$ cat src/rtl/tgc_pkg.sv
package tgc_pkg;
  localparam int TGC_NUM_SEG    = 32;
  localparam int TGC_GAIN_W     = 10;
  localparam int TGC_SEG_CYCLES = 1024;
endpackage

$ cat src/rtl/tgc_seg_timer.sv
module tgc_seg_timer #(
  parameter int NUM_SEG    = tgc_pkg::TGC_NUM_SEG,
  parameter int SEG_CYCLES = tgc_pkg::TGC_SEG_CYCLES,
  localparam int SW = $clog2(NUM_SEG),
  localparam int CW = $clog2(SEG_CYCLES)
) (
  input  logic          clk,
  input  logic          rst,
  input  logic          line_start,
  input  logic          acq_active,
  output logic          running,
  output logic [SW-1:0] seg_idx
);
  localparam logic [CW-1:0] LAST_CNT = CW'(SEG_CYCLES - 1);
  localparam logic [SW-1:0] LAST_SEG = SW'(NUM_SEG - 1);

  logic [CW-1:0] cyc_cnt;
  logic          go;

  assign go = line_start && acq_active;

  always_ff @(posedge clk) begin
    if (rst) begin
      running <= 1'b0;
      seg_idx <= '0;
      cyc_cnt <= '0;
    end else if (go) begin
      running <= 1'b1;
      seg_idx <= '0;
      cyc_cnt <= '0;
    end else if (running) begin
      if (!acq_active) begin
        running <= 1'b0;
        cyc_cnt <= '0;
      end else if (cyc_cnt == LAST_CNT) begin
        cyc_cnt <= '0;
        if (seg_idx == LAST_SEG) begin
          running <= 1'b0;
          seg_idx <= '0;
        end else begin
          seg_idx <= seg_idx + 1'b1;
        end
      end else begin
        cyc_cnt <= cyc_cnt + 1'b1;
      end
    end
  end

  a_r3_seg_hold: assert property (@(posedge clk) disable iff (rst)
    (running && acq_active && !line_start && cyc_cnt != LAST_CNT) |=> $stable(seg_idx));

  a_r3_seg_step: assert property (@(posedge clk) disable iff (rst)
    (running && acq_active && !line_start && cyc_cnt == LAST_CNT && seg_idx != LAST_SEG)
      |=> (seg_idx == $past(seg_idx) + 1'b1) && running);

  a_r4_restart: assert property (@(posedge clk) disable iff (rst)
    go |=> (running && seg_idx == '0 && cyc_cnt == '0));

  a_r5_end: assert property (@(posedge clk) disable iff (rst)
    (running && acq_active && !line_start && cyc_cnt == LAST_CNT && seg_idx == LAST_SEG)
      |=> !running);

  a_r9_abort: assert property (@(posedge clk) disable iff (rst)
    (running && !acq_active) |=> !running);

  a_r10_no_start: assert property (@(posedge clk) disable iff (rst)
    (!running && !(line_start && acq_active)) |=> !running);
endmodule

$ cat src/rtl/tgc_write_hold.sv
module tgc_write_hold #(
  parameter int AW = 5,
  parameter int DW = tgc_pkg::TGC_GAIN_W
) (
  input  logic          clk,
  input  logic          rst,
  input  logic          line_busy,
  input  logic          wr_en,
  input  logic [AW-1:0] wr_addr,
  input  logic [DW-1:0] wr_data,
  output logic          ram_we,
  output logic [AW-1:0] ram_waddr,
  output logic [DW-1:0] ram_wdata
);
  logic          pend_valid;
  logic [AW-1:0] pend_addr;
  logic [DW-1:0] pend_data;

  always_comb begin
    ram_we    = !line_busy && (pend_valid || wr_en);
    ram_waddr = pend_valid ? pend_addr : wr_addr;
    ram_wdata = pend_valid ? pend_data : wr_data;
  end

  always_ff @(posedge clk) begin
    if (rst) begin
      pend_valid <= 1'b0;
      pend_addr  <= '0;
      pend_data  <= '0;
    end else if (line_busy) begin
      if (wr_en) begin
        pend_valid <= 1'b1;
        pend_addr  <= wr_addr;
        pend_data  <= wr_data;
      end
    end else if (pend_valid) begin
      if (wr_en) begin
        pend_addr <= wr_addr;
        pend_data <= wr_data;
      end else begin
        pend_valid <= 1'b0;
      end
    end
  end

  a_r7_no_commit_busy: assert property (@(posedge clk) disable iff (rst)
    line_busy |-> !ram_we);

  a_r7_hold_on_busy: assert property (@(posedge clk) disable iff (rst)
    (line_busy && wr_en) |=> pend_valid);

  a_r8_flush: assert property (@(posedge clk) disable iff (rst)
    (pend_valid && !line_busy && !wr_en) |=> !pend_valid);
endmodule

$ cat src/rtl/tgc_gain_ram.sv
module tgc_gain_ram #(
  parameter int DEPTH = tgc_pkg::TGC_NUM_SEG,
  parameter int DW    = tgc_pkg::TGC_GAIN_W,
  localparam int AW = $clog2(DEPTH)
) (
  input  logic          clk,
  input  logic          we,
  input  logic [AW-1:0] waddr,
  input  logic [DW-1:0] wdata,
  input  logic [AW-1:0] raddr,
  output logic [DW-1:0] rdata
);
  logic [DW-1:0] mem [DEPTH];

  always_ff @(posedge clk) begin
    if (we) mem[waddr] <= wdata;
  end

  always_ff @(posedge clk) begin
    rdata <= mem[raddr];
  end
endmodule

$ cat src/rtl/tgc_sequencer.sv
module tgc_sequencer #(
  parameter int NUM_SEG    = tgc_pkg::TGC_NUM_SEG,
  parameter int GAIN_W     = tgc_pkg::TGC_GAIN_W,
  parameter int SEG_CYCLES = tgc_pkg::TGC_SEG_CYCLES,
  localparam int AW = $clog2(NUM_SEG)
) (
  input  logic              clk,
  input  logic              rst,
  input  logic              line_start,
  input  logic              acq_active,
  input  logic [GAIN_W-1:0] idle_level,
  input  logic              wr_en,
  input  logic [AW-1:0]     wr_addr,
  input  logic [GAIN_W-1:0] wr_data,
  output logic [GAIN_W-1:0] dac_code,
  output logic [GAIN_W-1:0] level_rb
);
  logic              running;
  logic              run_d;
  logic [AW-1:0]     seg_idx;
  logic              ram_we;
  logic [AW-1:0]     ram_waddr;
  logic [GAIN_W-1:0] ram_wdata;
  logic [GAIN_W-1:0] ram_rdata;

  tgc_seg_timer #(.NUM_SEG(NUM_SEG), .SEG_CYCLES(SEG_CYCLES)) u_timer (
    .clk(clk), .rst(rst), .line_start(line_start), .acq_active(acq_active),
    .running(running), .seg_idx(seg_idx)
  );

  tgc_write_hold #(.AW(AW), .DW(GAIN_W)) u_hold (
    .clk(clk), .rst(rst), .line_busy(running),
    .wr_en(wr_en), .wr_addr(wr_addr), .wr_data(wr_data),
    .ram_we(ram_we), .ram_waddr(ram_waddr), .ram_wdata(ram_wdata)
  );

  tgc_gain_ram #(.DEPTH(NUM_SEG), .DW(GAIN_W)) u_ram (
    .clk(clk), .we(ram_we), .waddr(ram_waddr), .wdata(ram_wdata),
    .raddr(seg_idx), .rdata(ram_rdata)
  );

  // run_d aligns the line flag with the one-cycle RAM read
  always_ff @(posedge clk) begin
    if (rst) begin
      run_d    <= 1'b0;
      dac_code <= '0;
      level_rb <= '0;
    end else begin
      run_d    <= running;
      dac_code <= run_d ? ram_rdata : idle_level;
      level_rb <= run_d ? ram_rdata : idle_level;
    end
  end

  a_r1_reset_zero: assert property (@(posedge clk)
    $past(rst) |-> (dac_code == '0));

  a_r6_idle_follow: assert property (@(posedge clk) disable iff (rst)
    (!running && !run_d && !$past(running)) |=> (dac_code == $past(idle_level)));
endmodule

$ cat config.mk
export PLATFORM = sky130hd
export DESIGN_NAME = tgc_sequencer
export DESIGN_NICKNAME = d
export VERILOG_FILES = /design/src/rtl/tgc_pkg.sv /design/src/rtl/tgc_seg_timer.sv /design/src/rtl/tgc_write_hold.sv /design/src/rtl/tgc_gain_ram.sv /design/src/rtl/tgc_sequencer.sv
export SDC_FILE = /design/constraint.sdc
export NUM_CORES = 1
export LEC_CHECK = 0
export BUFFER_PORTS_ARGS = -buffer_cell sky130_fd_sc_hd__buf_2
export CAP_MARGIN = 20
export CORE_ASPECT_RATIO = 1.5
export CORE_MARGIN = 3
export CORE_UTILIZATION = 49
export DETAILED_ROUTE_END_ITERATION = 10
export GPL_TIMING_DRIVEN = 0
export PLACE_DENSITY_LB_ADDON = 0.05
export SYNTH_ARGS = -nofsm -noshare
export SYNTH_HDL_FRONTEND = slang
export SYNTH_HIERARCHICAL = 1
export SYNTH_SLANG_ARGS = --single-unit
$ cat constraint.sdc
create_clock -name clk -period 3 [get_ports clk]
set_clock_uncertainty 0.15 [all_clocks]
set_input_delay 0.6 -clock clk [delete_from_list [all_inputs] [get_ports clk]]
set_output_delay 0.6 -clock clk [all_outputs]
set_load 0.05 [all_outputs]
==> results of run 1 <==
## worst max-delay path by stage
stage / slack, ps / cells after the start / end / start
after global placement: -50 / 5 / u_ram/mem[4][2] / wr_addr[1]
after detailed placement: -70 / 7 / u_ram/mem[4][2] / u_hold/pend_valid
final: -50 / 7 / u_ram/mem[28][5] / u_hold/pend_valid
after global routing: -170 / 7 / u_ram/mem[28][9] / u_hold/pend_valid
after floorplan: 460 / 5 / u_ram/mem[18][0] / u_hold/pend_valid
after CTS: -70 / 7 / u_ram/mem[20][0] / u_hold/pend_valid
## through the flow
step           TNS, ps  setup WS [ps]  power [µW]  hold WS, ps
6_report         -1243         -52.06       10340        152.4
3_5_place_dp     -3544         -69.39        6197        309.0
4_1_cts          -2071         -73.93       10470        127.5
2_1_floorplan        0          457.2        6046        290.0
5_1_grt          -8625         -170.1       10690        153.1
3_3_place_gp     -1677         -47.54        6184        301.9
## per-layer routing
layer | GRT usage | up-vias | part of all wire
li1 | - | 3891 | -
met1 | 0.2404 | 4112 | 0.40
met2 | 0.3595 | 150 | 0.55
met3 | 0.02965 | 43 | 0.037
met4 | 0.05111 | 0 | 0.020
met5 | 0 | - | 0
## cells by family after synthesis
kind of cell / share of synthesized area
flip-flops: 0.7011
AND/OR/NAND/NOR: 0.07456
multiplexers: 0.1334
AO/OA/AOI/OAI: 0.05303
buffers and inverters: 0.03486
adder cells (fa/ha/maj): 0.002467
XOR/XNOR: 0.0005756
## flip-flops by register name, indices dropped and copies added (netlist names)
| name | flops |
|---|---|
| run_d | 1 |
| u_hold/pend_data | 10 |
| u_hold/pend_addr | 5 |
| u_timer/cyc_cnt | 10 |
| level_rb | 10 |
| u_timer/running | 1 |
| u_timer/seg_idx | 5 |
| u_hold/pend_valid | 1 |
| u_ram/rdata | 10 |
| u_ram/mem | 320 |
## power groups by stage
stage | sequential [µW] | clock (µW) | combinational (µW)
after floorplan | 5850 | 0 | 196
final | 5720 | 4260 | 366
after global routing | 5720 | 4580 | 398
after CTS | 5720 | 4380 | 371
after global placement | 5830 | 0 | 357
after detailed placement | 5830 | 0 | 368
## repair_timing
| item | 4_1_cts | 5_1_grt |
|---|---|---|
| resized for setup | 9 | 16 |
| setup endpoints to repair | 110 | 184 |
| cloned | 0 | 0 |
## critical path: stages, from the launching register on
cell	delay (ps)
dfxtp_1	320
buf_6	150
buf_2	260
nor2_1	80
nor2_1	200
or3b_1	370
clkbuf_1	350
nor2_1	780
## placed cells by master (no fill, tap or decap), types with 15 or more instances in the layout
cell / count
edfxtp_1: 320
mux2i_1: 186
buf_2: 66
dfxtp_1: 53
a22oi_1: 41
clkbuf_16: 37
nand2b_1: 34
nand2_1: 33
nand3_1: 29
nor2_1: 28
a21oi_1: 27
nor2_2: 25
clkbuf_1: 20
a22o_1: 20
mux2_2: 15
## area by class of cell
cell class                 instances  share of cell area
timing repair buffer              49             0.01431
sequential                       373              0.6227
multi-input combinational        530              0.2382
inverter                           1           0.0002190
clock inverter                    14            0.005476
clock buffer                      50             0.05921
buffer                            63             0.03074
tap                              400             0.02921
==> results by group, run 1 <==
Place
  – Dpl cells: 1416
  – Placed Area: 15970 µm²
  – GPL Wtd Cong: around 0.75
  – Port bufs: 49
  – Post-DP HPWL: 22020 µm

Clocking
  – Clk buf depth: 3
  – Hold_buf cts: 0
  – Post-CTS Setup Bufs: 0
  – Clock latency at the later pin of the worst-skew pair: between 500 and 600 ps
  – Number of CTS-inserted buffers: 36
  – Root Driver: clkbuf_16
  – Clk pin slew, worst setup/hold paths: 60 ps
  – Total clock sinks: 373
  – H-tree Lvls: 2
  – TritonCTS clock tree: done

Detailed routing
  – Antenna Nets Post-Route: 0
  – Final WL: 32200 µm
  – DRC: 0
  – Drt via density: 5.538
  – Initial drt markers: 418
  – Initial DRT Pass Iterations: 5
  – Vias: roughly 8200
  – WL/cell: 21.76 µm

Floorplan
  – Die area: ~33000 µm²
  – I/O pins: 50
  – Horiz. Die Dim: ~150 µm
  – Starting density of the core: 0.4998
  – Core area: about 30000 µm²
  – Die Height: 221.9 µm
  – Row Count: 78

Synth
  – Synth area leaders: edfxtp_1 (63%), mux2i_1 (12%), dfxtp_1 (7.0%)
  – Yosys reg bits: between 300 and 400
  – Mean Syn Cell Area: 15.74 µm²
  – Count leader, synth: edfxtp_1
  – Cell taking the most area after synthesis: edfxtp_1
  – Sequential share of the synthesized area: 0.7011
  – Post-Syn Area: 15220 µm²
  – Synth unique cells: between 40 and 50
  – Number of flops mapped to enable cells by yosys: 320
  – Mapped Cells: 967
  – Ys Warns: 6
  – Async SR Flop Fraction: 0
  – Syn Nets: 1000
  – Post-synth top area share: 0.6314
  – Ys flop type: edfxtp_1
  – Synth top cells by count: edfxtp_1 (320), mux2i_1 (186), dfxtp_1 (53), nor2_1 (53), a22oi_1 (41)

Pwr
  – Switching share of power: 0.2027
  – Internal power: 8244 µW
  – Sw Pwr: 2096 µW
  – Clk network pwr share: 0.412
  – Logic gate share of total power: 0.035
  – Max VDD drop: roughly 430 µV
  – Sequential Power Share: 0.553
  – Pwr/cell area: 603.4 nW/µm²
  – P_leak: about 0.0054 µW

Final layout
  – # nets final: about 1100
  – Fillers: 2480
  – Register Area: 10670 µm²
  – Area occupied by multi-input gates: 4081 µm²
  – Design area: 17140 µm²
  – Share of cells above drive strength 1: 0.1880
  – Final Instance Count excl. Fillers: 1480
  – Syn-to-layout area delta: 12.59%
  – Post-layout util: 0.5628
  – Antenna cells: 0

GRT
  – Antenna violations before repair: 0
  – Total congestion overflow: 0
  – Vias in the first global route: 8349
  – Largest net degree at the start of global routing: 33
  – Global-route usage over all layers: 0.1964
  – First-pass GRT wire length: 49220 µm

Worst setup path
  – Worst R2R Path Depth: 7
  – Worst reg2reg path startpoint: u_hold/pend_valid
  – Worst setup EP type: flip-flop
  – Nature of the critical path startpoint: flip-flop
  – Reg2Reg Setup Slack: -50 ps
  – Worst setup path class: reg2reg
  – Critical Path Fanout Max: 10
  – Worst flop-to-flop path endpoint: u_ram/mem[28][5]
  – WP data arrival: 3040 ps
  – Required @ worst endpoint: 2990 ps

Timing
  – Final worst path period share: 1.017
  – Worst Tran Pin Value: 868.4 ps
  – Max Transition Viols Final: 0
  – Minimum clock period: between 3000 and 4000 ps
  – Rel. slew slack: 0.4189
  – Final setup vio count: 40
  – Final worst slack: -52.06 ps
  – RSZ-0062 raised after global routing: yes
  – Final hold violation count: 0
  – Fmax: 327.6 MHz

Outcome
  – Outcome: finished, violations left
  – Failing checks: negative setup slack

Worst hold path
  – Worst hold start: idle_level[9]
  – Hold Path Class: in2reg
  – WHS Endpoint: level_rb[9]
  – Worst hold stages: 3

Run
  – Maximum Capacitance Violations: 0
(Power assumes the default switching activity.)
==> run 2: changes to the inputs <==
--- a/config.mk
+++ b/config.mk
@@ -13,6 +13,7 @@
 export DETAILED_ROUTE_END_ITERATION = 10
 export GPL_TIMING_DRIVEN = 0
 export PLACE_DENSITY_LB_ADDON = 0.05
+export SKIP_CTS_REPAIR_TIMING = 1
 export SYNTH_ARGS = -nofsm -noshare
 export SYNTH_HDL_FRONTEND = slang
 export SYNTH_HIERARCHICAL = 1
==> run 2 against run 1 <==
  * The flow still finishes with violations (negative setup slack)
  * First-iteration DRC count grew 11%
  * Global-route usage is the same
  * Combinational power shrank 1%
  * Flip-flop and latch count is the same
  * Worst setup slack lost 25 ps
  * Sequential share of layout area grew 0.13 points
  * Core utilization shrank 0.12 points
  * Wire length is essentially flat
  * Die area is the same
  * Non-clock buffer count is the same
  * Total power is essentially flat
  * Clock-buffer cell count is the same
  * Critical endpoint is now u_ram/mem[4][4]
  * Largest power group unchanged
==> results by group, run 2 (synthesis results as in run 1) <==
Floorplan
  – Die Height: 221.9 µm (unchanged)
  – Die area: 33260 µm² (unchanged)
  – Row Count: 78 (unchanged)
  – I/O pins: 50 (unchanged)
  – Starting density of the core: 0.4998 (unchanged)
  – Core area: 30450 µm² (unchanged)
  – Horiz. Die Dim: 149.9 µm (unchanged)

GRT
  – Global-route usage over all layers: 0.1964 (unchanged)
  – Largest net degree at the start of global routing: 33 (unchanged)
  – First-pass GRT wire length: 49220 µm (unchanged)
  – Antenna violations before repair: 0 (unchanged)
  – Vias in the first global route: 8349 (unchanged)
  – Total congestion overflow: 0 (unchanged)

Timing
  – Final worst path period share: 1.026 (was 1.017)
  – RSZ-0062 raised after global routing: yes (unchanged)
  – Worst Tran Pin Value: 951.6 ps (was 868.4 ps)
  – Fmax: 325.0 MHz (was 327.6 MHz)
  – Rel. slew slack: 0.3632 (was 0.4189)
  – Max Transition Viols Final: 0 (unchanged)
  – Final hold violation count: 0 (unchanged)
  – Final worst slack: -76.76 ps (was -52.06 ps)
  – Minimum clock period: 3077 ps (was 3052 ps)
  – Final setup vio count: 40 (unchanged)

Worst setup path
  – Worst reg2reg path startpoint: u_hold/pend_valid (unchanged)
  – Worst R2R Path Depth: 7 (unchanged)
  – Critical path, cell by cell: buf_6 -> buf_2 -> nor2_1 -> nor2_1 -> or3b_1 -> clkbuf_1 -> nor2_1 (unchanged)
  – Most used cell, CP: nor2_1 (unchanged)
  – Worst setup path class: reg2reg (unchanged)
  – Nature of the critical path startpoint: flip-flop (unchanged)
  – Critical path's slowest cell: nor2_1 (unchanged)
  – CP max stage delay: 830 ps (was 780 ps)
  – Worst flop-to-flop path endpoint: u_ram/mem[4][4] (was u_ram/mem[28][5])
  – Reg2Reg Setup Slack: -80 ps (was -50 ps)
  – Worst setup EP type: flip-flop (unchanged)
  – WP data arrival: 3070 ps (was 3040 ps)
  – Required @ worst endpoint: 2990 ps (about the same)
  – Critical Path Fanout Max: 10 (unchanged)

Final layout
  – Syn-to-layout area delta: 12.36% (was 12.59%)
  – Post-layout util: 0.5616 (was 0.5628)
  – Commonest non-fill, non-tap cell in the layout: edfxtp_1 (unchanged)
  – Register name with the most flops: u_ram/mem (unchanged)
  – Design area: 17100 µm² (was 17140 µm²)
  – Share of cells above drive strength 1: 0.1750 (was 0.1880)
  – Antenna cells: 0 (unchanged)
  – Final Instance Count excl. Fillers: 1480 (unchanged)
  – Most frequent cells in the layout: edfxtp_1 (320), mux2i_1 (186), buf_2 (66) (unchanged)
  – Max reg flops: 320 (unchanged)
  – # nets final: 1087 (unchanged)

Detailed routing
  – DRC: 0 (unchanged)
  – WL/cell: 21.74 µm (was 21.76 µm)
  – Final WL: 32180 µm (was 32200 µm)
  – Vias: 8158 (was 8196)
  – Initial drt markers: 464 (was 418)
  – Initial DRT Pass Iterations: 5 (unchanged)
  – Antenna Nets Post-Route: 0 (unchanged)
  – Drt via density: 5.512 (was 5.538)

Pwr
  – Pwr/cell area: 604.6 nW/µm² (was 603.4 nW/µm²)
  – Max VDD drop: 430.3 µV (was 430.2 µV)
  – Design Power: 10340 µW (about the same)
  – P_leak: 0.005393 µW (was 0.005391 µW)

Worst hold path
  – Hold Path Class: in2reg (unchanged)
  – WHS Endpoint: level_rb[5] (was level_rb[9])
  – Worst hold start: idle_level[5] (was idle_level[9])
  – Worst hold stages: 3 (unchanged)

Place
  – Port bufs: 49 (unchanged)
  – Placed Area: 15970 µm² (unchanged)
  – GPL Wtd Cong: 0.7504 (unchanged)
  – Post-DP HPWL: 22020 µm (unchanged)
  – Dpl cells: 1416 (unchanged)
  – DP Worst Slack: -69.39 ps (unchanged)

Clocking
  – Clk buf depth: 3 (unchanged)
  – Clock latency at the later pin of the worst-skew pair: 520 ps (about the same)
  – Clk pin slew, worst setup/hold paths: 60 ps (about the same)
  – Root Driver: clkbuf_16 (unchanged)
  – H-tree Lvls: 2 (unchanged)
  – Number of CTS-inserted buffers: 36 (unchanged)
  – Total clock sinks: 373 (unchanged)
  – TritonCTS clock tree: done (unchanged)

Run
  – Maximum Capacitance Violations: 0 (unchanged)

Outcome
  – Outcome: finished, violations left (unchanged)
  – Failing checks: negative setup slack (unchanged)
==> run 2: final cells by class <==
| class | instances | area (µm²) |
|---|---|---|
| Tap cell | 400 | 500.5 |
| Clock buffer | 50 | 1015 |
| Sequential cell | 373 | 10670 |
| Buffer | 63 | 526.8 |
| Multi-Input combinational cell | 530 | 4046 |
| Inverter | 1 | 3.754 |
| Clock inverter | 14 | 93.84 |
| Fill cell | 2485 | 13350 |
| Timing Repair Buffer | 49 | 245.2 |
==> run 2: per-stage QoR <==
| step | setup TNS, ps | hold slack, ps |
|---|---|---|
| floorplan | 0 | 290.0 |
| global placement | -1677 | 301.9 |
| detailed placement | -3544 | 309.0 |
| CTS | -3826 | 127.5 |
| global route | -13630 | 153.1 |
| finish | -1677 | 152.8 |
==> run 2: report_power, final <==
| group | internal, µW | switching, µW |
|---|---|---|
| Clock | 2450 | 1810 |
| Sequential | 5700 | 16.7 |
| Combinational | 92.7 | 269 |
==> run 2: how the worst max path moves through the flow <==
stage,from,to,slack (ps)
3_3_place_gp,wr_addr[1],u_ram/mem[4][2],-50
3_5_place_dp,u_hold/pend_valid,u_ram/mem[4][2],-70
4_1_cts,u_hold/pend_valid,u_ram/mem[4][4],-80
6_report,u_hold/pend_valid,u_ram/mem[4][4],-80
5_1_grt,u_hold/pend_valid,u_ram/mem[16][9],-180
2_1_floorplan,u_hold/pend_valid,u_ram/mem[18][0],460
==> run 2: metal layers <==
layer | vias up | track usage | wire [µm]
li1 | 3891 | - | -
met1 | 4066 | 0.2404 | 12630
met2 | 162 | 0.3595 | 17600
met3 | 39 | 0.02965 | 1309
met4 | 0 | 0.05111 | 632
met5 | - | 0 | 0
==> run 2: critical path, delay by kind of cell, from the launching register on <==
kind	cells	cell delay [ps]
buffers and inverters	3	730
DFF	1	320
and+or+nand+nor	4	1480
